$ cat config.mk
export PLATFORM = sky130hd
export DESIGN_NAME = spi_fe_top
export DESIGN_NICKNAME = d
export VERILOG_FILES = /design/src/rtl/spi_fe_pkg.sv /design/src/rtl/spi_fe_rst_sync.sv /design/src/rtl/spi_fe_sync.sv /design/src/rtl/spi_fe_rx.sv /design/src/rtl/spi_fe_tx.sv /design/src/rtl/spi_fe_top.sv
export SDC_FILE = /design/constraint.sdc
export NUM_CORES = 1
export LEC_CHECK = 0
export ABC_AREA = 1
export BUFFER_PORTS_ARGS = -buffer_cell sky130_fd_sc_hd__buf_2
export CORE_ASPECT_RATIO = 0.8
export CORE_MARGIN = 3
export CORE_UTILIZATION = 39
export DETAILED_ROUTE_END_ITERATION = 10
export GPL_TIMING_DRIVEN = 0
export MAX_ROUTING_LAYER = met4
export PLACE_DENSITY = 0.56
export SLEW_MARGIN = 20
export SYNTH_ARGS = -nofsm -noshare
export SYNTH_HDL_FRONTEND = slang
export SYNTH_HIERARCHICAL = 1
export SYNTH_SLANG_ARGS = --single-unit
$ cat constraint.sdc
create_clock -name clk -period 2.3 [get_ports clk]
set_input_delay 0.575 -clock clk [delete_from_list [all_inputs] [get_ports clk]]
set_output_delay 0.575 -clock clk [all_outputs]
set_load 0.01 [all_outputs]
$ cat src/rtl/spi_fe_pkg.sv
package spi_fe_pkg;
  localparam int BYTE_W = 8;

  localparam logic [BYTE_W-1:0] OP_WR_ENABLE  = 8'h06;
  localparam logic [BYTE_W-1:0] OP_WR_DISABLE = 8'h04;
  localparam logic [BYTE_W-1:0] OP_STAT_READ  = 8'h05;
  localparam logic [BYTE_W-1:0] OP_STAT_WRITE = 8'h01;

  typedef enum logic [2:0] {
    ST_OPC,
    ST_STAT_RD,
    ST_STAT_WR,
    ST_DONE,
    ST_LOCK
  } fe_state_e;

  function automatic logic op_known(input logic [BYTE_W-1:0] op);
    return (op == OP_WR_ENABLE) || (op == OP_WR_DISABLE) ||
           (op == OP_STAT_READ) || (op == OP_STAT_WRITE);
  endfunction
endpackage

$ cat src/rtl/spi_fe_rst_sync.sv
module spi_fe_rst_sync #(
  parameter int STAGES = 2
) (
  input  logic clk,
  input  logic rst_n,
  output logic rst_n_o
);
  logic [STAGES-1:0] chain_q;

  always_ff @(posedge clk or negedge rst_n) begin
    if (!rst_n) chain_q <= '0;
    else        chain_q <= {chain_q[STAGES-2:0], 1'b1};
  end

  assign rst_n_o = chain_q[STAGES-1];
endmodule

$ cat src/rtl/spi_fe_sync.sv
module spi_fe_sync #(
  parameter int              WIDTH   = 3,
  parameter int              STAGES  = 2,
  parameter logic [WIDTH-1:0] RST_VAL = '0
) (
  input  logic             clk,
  input  logic             rst_n,
  input  logic [WIDTH-1:0] d,
  output logic [WIDTH-1:0] q
);
  logic [WIDTH-1:0] stg_q [STAGES];

  for (genvar g = 0; g < STAGES; g++) begin : g_stage
    if (g == 0) begin : g_first
      always_ff @(posedge clk or negedge rst_n) begin
        if (!rst_n) stg_q[g] <= RST_VAL;
        else        stg_q[g] <= d;
      end
    end else begin : g_next
      always_ff @(posedge clk or negedge rst_n) begin
        if (!rst_n) stg_q[g] <= RST_VAL;
        else        stg_q[g] <= stg_q[g-1];
      end
    end
  end

  assign q = stg_q[STAGES-1];
endmodule

$ cat src/rtl/spi_fe_rx.sv
module spi_fe_rx #(
  parameter int W = 8
) (
  input  logic         clk,
  input  logic         rst_n,
  input  logic         clr,
  input  logic         bit_en,
  input  logic         sdi,
  output logic         done,
  output logic [W-1:0] word
);
  localparam int            CW   = $clog2(W);
  localparam logic [CW-1:0] LAST = CW'(W - 1);

  logic [CW-1:0] cnt_q, cnt_d;
  logic [W-2:0]  sr_q, sr_d;

  assign word = {sr_q, sdi};
  assign done = bit_en && (cnt_q == LAST);

  always_comb begin
    cnt_d = cnt_q;
    sr_d  = sr_q;
    if (clr) begin
      cnt_d = '0;
      sr_d  = '0;
    end else if (bit_en) begin
      cnt_d = done ? '0 : cnt_q + CW'(1);
      sr_d  = word[W-2:0];
    end
  end

  always_ff @(posedge clk or negedge rst_n) begin
    if (!rst_n) begin
      cnt_q <= '0;
      sr_q  <= '0;
    end else begin
      cnt_q <= cnt_d;
      sr_q  <= sr_d;
    end
  end
endmodule

$ cat src/rtl/spi_fe_tx.sv
module spi_fe_tx #(
  parameter int W = 8
) (
  input  logic         clk,
  input  logic         rst_n,
  input  logic         clr,
  input  logic         shift_en,
  input  logic [W-1:0] word,
  output logic         sdo,
  output logic         oe
);
  localparam int            CW  = $clog2(W);
  localparam logic [CW-1:0] TOP = CW'(W - 1);

  logic [CW-1:0] idx_q, idx_d;
  logic          sdo_q, sdo_d, oe_q, oe_d;

  always_comb begin
    idx_d = idx_q;
    sdo_d = sdo_q;
    oe_d  = oe_q;
    if (clr) begin
      idx_d = TOP;
      sdo_d = 1'b0;
      oe_d  = 1'b0;
    end else if (shift_en) begin
      sdo_d = word[idx_q];
      oe_d  = 1'b1;
      idx_d = (idx_q == '0) ? TOP : idx_q - CW'(1);
    end
  end

  always_ff @(posedge clk or negedge rst_n) begin
    if (!rst_n) begin
      idx_q <= TOP;
      sdo_q <= 1'b0;
      oe_q  <= 1'b0;
    end else begin
      idx_q <= idx_d;
      sdo_q <= sdo_d;
      oe_q  <= oe_d;
    end
  end

  assign sdo = sdo_q & oe_q;
  assign oe  = oe_q;
endmodule

$ cat src/rtl/spi_fe_top.sv
module spi_fe_top
  import spi_fe_pkg::*;
#(
  parameter int          SYNC_STAGES = 2,
  parameter logic [7:0]  STATUS_RST  = 8'h00,
  parameter int          WEL_BIT     = 1
) (
  input  logic       clk,
  input  logic       rst_n,
  input  logic       sck,
  input  logic       cs_n,
  input  logic       si,
  output logic       so,
  output logic       so_oe,
  output logic       mode3,
  output logic       cmd_valid,
  output logic [7:0] cmd_code,
  output logic       data_valid,
  output logic [7:0] data_byte,
  output logic [7:0] status
);
  logic rst_l;
  logic cs_s, sck_s, si_s;
  logic sck_d, cs_d;

  spi_fe_rst_sync #(.STAGES(SYNC_STAGES)) rst_sync_i (
    .clk(clk), .rst_n(rst_n), .rst_n_o(rst_l)
  );

  spi_fe_sync #(.WIDTH(3), .STAGES(SYNC_STAGES), .RST_VAL(3'b100)) bus_sync_i (
    .clk(clk), .rst_n(rst_l), .d({cs_n, sck, si}), .q({cs_s, sck_s, si_s})
  );

  always_ff @(posedge clk or negedge rst_l) begin
    if (!rst_l) begin
      sck_d <= 1'b0;
      cs_d  <= 1'b1;
    end else begin
      sck_d <= sck_s;
      cs_d  <= cs_s;
    end
  end

  logic sck_rise, sck_fall, sel_fall;
  assign sck_rise = sck_s & ~sck_d;
  assign sck_fall = ~sck_s & sck_d;
  assign sel_fall = cs_d & ~cs_s;

  fe_state_e         state_q, state_d;
  logic              rx_done;
  logic [BYTE_W-1:0] rx_word;
  logic              rx_en;

  assign rx_en = ~cs_s & sck_rise & ((state_q == ST_OPC) || (state_q == ST_STAT_WR));

  spi_fe_rx #(.W(BYTE_W)) rx_i (
    .clk(clk), .rst_n(rst_l), .clr(cs_s), .bit_en(rx_en), .sdi(si_s),
    .done(rx_done), .word(rx_word)
  );

  logic tx_clr, tx_shift;
  assign tx_clr   = cs_s | (state_q != ST_STAT_RD);
  assign tx_shift = sck_fall;

  logic [7:0] stat_q, stat_d;

  spi_fe_tx #(.W(BYTE_W)) tx_i (
    .clk(clk), .rst_n(rst_l), .clr(tx_clr), .shift_en(tx_shift), .word(stat_q),
    .sdo(so), .oe(so_oe)
  );

  logic       mode_q, mode_d;
  logic       cmdv_q, cmdv_d, datv_q, datv_d;
  logic [7:0] cmdc_q, cmdc_d, datb_q, datb_d;

  always_comb begin
    state_d = state_q;
    mode_d  = mode_q;
    cmdv_d  = 1'b0;
    cmdc_d  = cmdc_q;
    datv_d  = 1'b0;
    datb_d  = datb_q;
    stat_d  = stat_q;
    if (sel_fall) mode_d = sck_s;
    if (cs_s) begin
      state_d = ST_OPC;
    end else if (rx_done) begin
      unique case (state_q)
        ST_OPC: begin
          if (op_known(rx_word)) begin
            cmdv_d = 1'b1;
            cmdc_d = rx_word;
            if (rx_word == OP_STAT_READ)       state_d = ST_STAT_RD;
            else if (rx_word == OP_STAT_WRITE) state_d = ST_STAT_WR;
            else begin
              state_d         = ST_DONE;
              stat_d[WEL_BIT] = (rx_word == OP_WR_ENABLE);
            end
          end else begin
            state_d = ST_LOCK;
          end
        end
        ST_STAT_WR: begin
          datv_d  = 1'b1;
          datb_d  = rx_word;
          state_d = ST_DONE;
          if (stat_q[WEL_BIT]) begin
            stat_d          = rx_word;
            stat_d[WEL_BIT] = 1'b0;
          end
        end
        default: state_d = state_q;
      endcase
    end
  end

  always_ff @(posedge clk or negedge rst_l) begin
    if (!rst_l) begin
      state_q <= ST_OPC;
      mode_q  <= 1'b0;
      cmdv_q  <= 1'b0;
      cmdc_q  <= '0;
      datv_q  <= 1'b0;
      datb_q  <= '0;
      stat_q  <= STATUS_RST;
    end else begin
      state_q <= state_d;
      mode_q  <= mode_d;
      cmdv_q  <= cmdv_d;
      cmdc_q  <= cmdc_d;
      datv_q  <= datv_d;
      datb_q  <= datb_d;
      stat_q  <= stat_d;
    end
  end

  assign mode3      = mode_q;
  assign cmd_valid  = cmdv_q;
  assign cmd_code   = cmdc_q;
  assign data_valid = datv_q;
  assign data_byte  = datb_q;
  assign status     = stat_q;
endmodule

==> metrics.yaml <==
drc: 0
cts_sinks: 55
cts.clk_slew.worst_paths_ps: 100
syn-num-nets: 261
crit_arrival_ps: 2350
cts_tree: "done"
peakVddDrop_mv: 0.2202
ys_ff_latch: 55
maxCapViolations: 0
dr.pass1.iters: 4
cts_max_level: 2
clkLatencyLatePin_ps: 310
worst-path-max-fanout: 10
yosys.area.top_type: "dfrtp_1"
cts_buffer_depth: 2
core_area_um2: 5705
skew_ps: 10.79
min_period_ps: 2136
yosysMostFrequentCell: "nand2_1"
synth_area_leaders: "dfrtp_1 (51%), nand2_1 (10%), dfstp_2 (6.5%)"
critPathKind: "reg2reg"
start_util_pct: 42.19
postSynthCellCount: 252
synth.distinct_cells: 28
ys_async_sr_fraction_pct: 100.0
vias: 1665
worst_pin_slew_ps: 669.1
hold_viol: 0
grtUsageTotal_pct: 14.24
max_slew_margin_pct: 55.39
ys_seq_area_share_pct: 57.48
leakagePower_nw: 1.523
cts_buffers: 5
die_area_um2: 7157
grt_max_degree: 54
die_h_um: 76.27
wl_per_cell_um: 12.08
ant_nets: 0
synth_edf_count: 0
cts_setup_buffers: 0
die_w_um: 93.84
drt_iter0_drc: 85
antenna_found_initial: 0
grt_pass1_wl_mm: 7.907
io_buffers: 33
place_congestion: 0.7787
postCtsHoldBufs: 0
power_density_nw_per_um2: 578.1
start_kind: "flip-flop"
synth_top_cells_by_count: "nand2_1 (67), dfrtp_1 (49), inv_1 (27)"
vias_per_cell: 4.488
fillers: 574
post_dp_cell_area_um2: 2674
power_mw: 1.609
fin_nets: 301
worstPathRequired_ps: 2510
rsz0062_at_grt: "false"
clock.fmax_ghz: 0.4681
syn_to_final_growth_pct: 15.64
grt_pass1_vias: 1617
syn_area_per_cell_um2: 9.553
end_kind: "flip-flop"
synthFlopType: "dfrtp_1"
rows: 24
yosys_warnings: 6
syn-cell-area_um2: 2407
synth_top_cell_area_share_pct: 50.94
overflow: 0
io_pins: 34
root_buffer: "clkbuf_8"
slew_viol_final: 0
final_area_um2: 2784
dp_hpwl_mm: 3.225
status: "complete, no violations"
antenna_cells: 0
finish.utilization_pct: 48.79
routed_wl_mm: 4.482
post-route-period-util_pct: 92.89
setup_viol: 0
hp-class: "in2async"
drive_gt1_share_pct: 32.08
-- cell type report --
cell class	count	area, µm²	area share, %
plain buffers	8	75.07	2.697
clock buffers	7	86.33	3.101
clock inverters	1	8.758	0.3146
inverters	36	136.4	4.899
multi-input cells	153	827.0	29.71
flip-flops and latches	55	1388	49.84
well taps	78	97.59	3.506
repair buffers	33	165.2	5.933
-- routing by layer --
layer  wire length (µm)  share of wire (%)  vias up  GRT usage [%]
met5                  0                  0        -              -
met4                 25               0.56        0          3.463
met3                172                3.8        2          4.442
met2               1965                 44       26          19.70
met1               2320                 52      771          20.35
li1                   -                  -      866              -
-- registers in the layout, indices dropped and copies added (netlist names) --
| signal | flops |
|---|---|
| data_byte | 8 |
| tx_i/oe | 1 |
| bus_sync_i/q | 3 |
| cs_d | 1 |
| tx_i/idx_q | 3 |
| rst_sync_i/chain_q | 2 |
| mode3 | 1 |
| sck_d | 1 |
| rx_i/cnt_q | 3 |
| cmd_code | 8 |
| tx_i/sdo_q | 1 |
| rx_i/sr_q | 7 |
| bus_sync_i/stg_q | 3 |
| state_q | 3 |
| status | 8 |
| data_valid | 1 |
| cmd_valid | 1 |
-- critical path: stages (launching register included) --
cell and delay (ps):
dfstp_2 370, buf_4 170, nor4_4 450, buf_6 200, nand2_1 70, inv_1 90, nand2_4 70, nor2_8 140
nand2_4 60, buf_6 140, buf_6 150, nand2_1 70, o21ai_2 50
-- report_power, final --
| group | internal [mW] | switching, mW |
|---|---|---|
| Combinational | 0.0184 | 0.0291 |
| Clock | 0.247 | 0.309 |
| Sequential | 0.982 | 0.0237 |
-- path summary, 6_finish.rpt --
kind	end	depth (start not counted)	from	slack [ps]
worst max-delay path	data_byte[6]	12	bus_sync_i/q[2]	160
worst min-delay path	rst_sync_i/chain_q[1]	1	rst_n	20
worst max register to register	data_byte[6]	12	bus_sync_i/q[2]	160
worst min register to register	bus_sync_i/q[0]	0	bus_sync_i/stg_q[3]	360
max in group asynchronous	data_valid	0	rst_sync_i/chain_q[1]	1470
min in group clk	bus_sync_i/stg_q[5]	1	cs_n	360
-- through the flow --
| stage | std cells | worst slack, ps | setup TNS [ps] | hold WS [ps] |
|---|---|---|---|---|
| 3_5_place_dp | 363 | -299.5 | -5951 | 334.7 |
| 3_3_place_gp | 363 | -313.1 | -6931 | 333.6 |
| 2_1_floorplan | 252 | 69.05 | 0 | 279.4 |
| 5_1_grt | 371 | 43.56 | 0 | 0.5788 |
| 4_1_cts | 371 | 129.5 | 0 | 15.07 |
| 6_report | 371 | 163.5 | 0 | 23.71 |
-- cells by family after synthesis --
logic type	count (synthesis)	synth area share, %
AO/OA/AOI/OAI	24	7.849
adder cells (fa/ha/maj)	4	2.079
buffers and inverters	44	8.784
flip-flops	55	57.48
other	1	0.1558
AND/OR/NAND/NOR	124	23.65
-- placed cells by master (no fill, tap or decap), types with 3 or more instances in the layout --
cell type / instances
nor2_1: 16
dfrtp_1: 48
dfstp_2: 6
ha_1: 4
buf_4: 4
nand3_1: 25
o21ai_2: 15
nand2_1: 67
nand2_2: 5
buf_6: 4
inv_2: 8
inv_1: 27
nand2_4: 3
clkbuf_8: 6
buf_2: 33
-- what timing repair did --
| item | in CTS | in global routing |
|---|---|---|
| hold endpoints to repair | 0 | 0 |
| endpoints found under the setup margin | 27 | 0 |
| resized for setup | 2 | 0 |
Power figures use the tool's default switching activity.
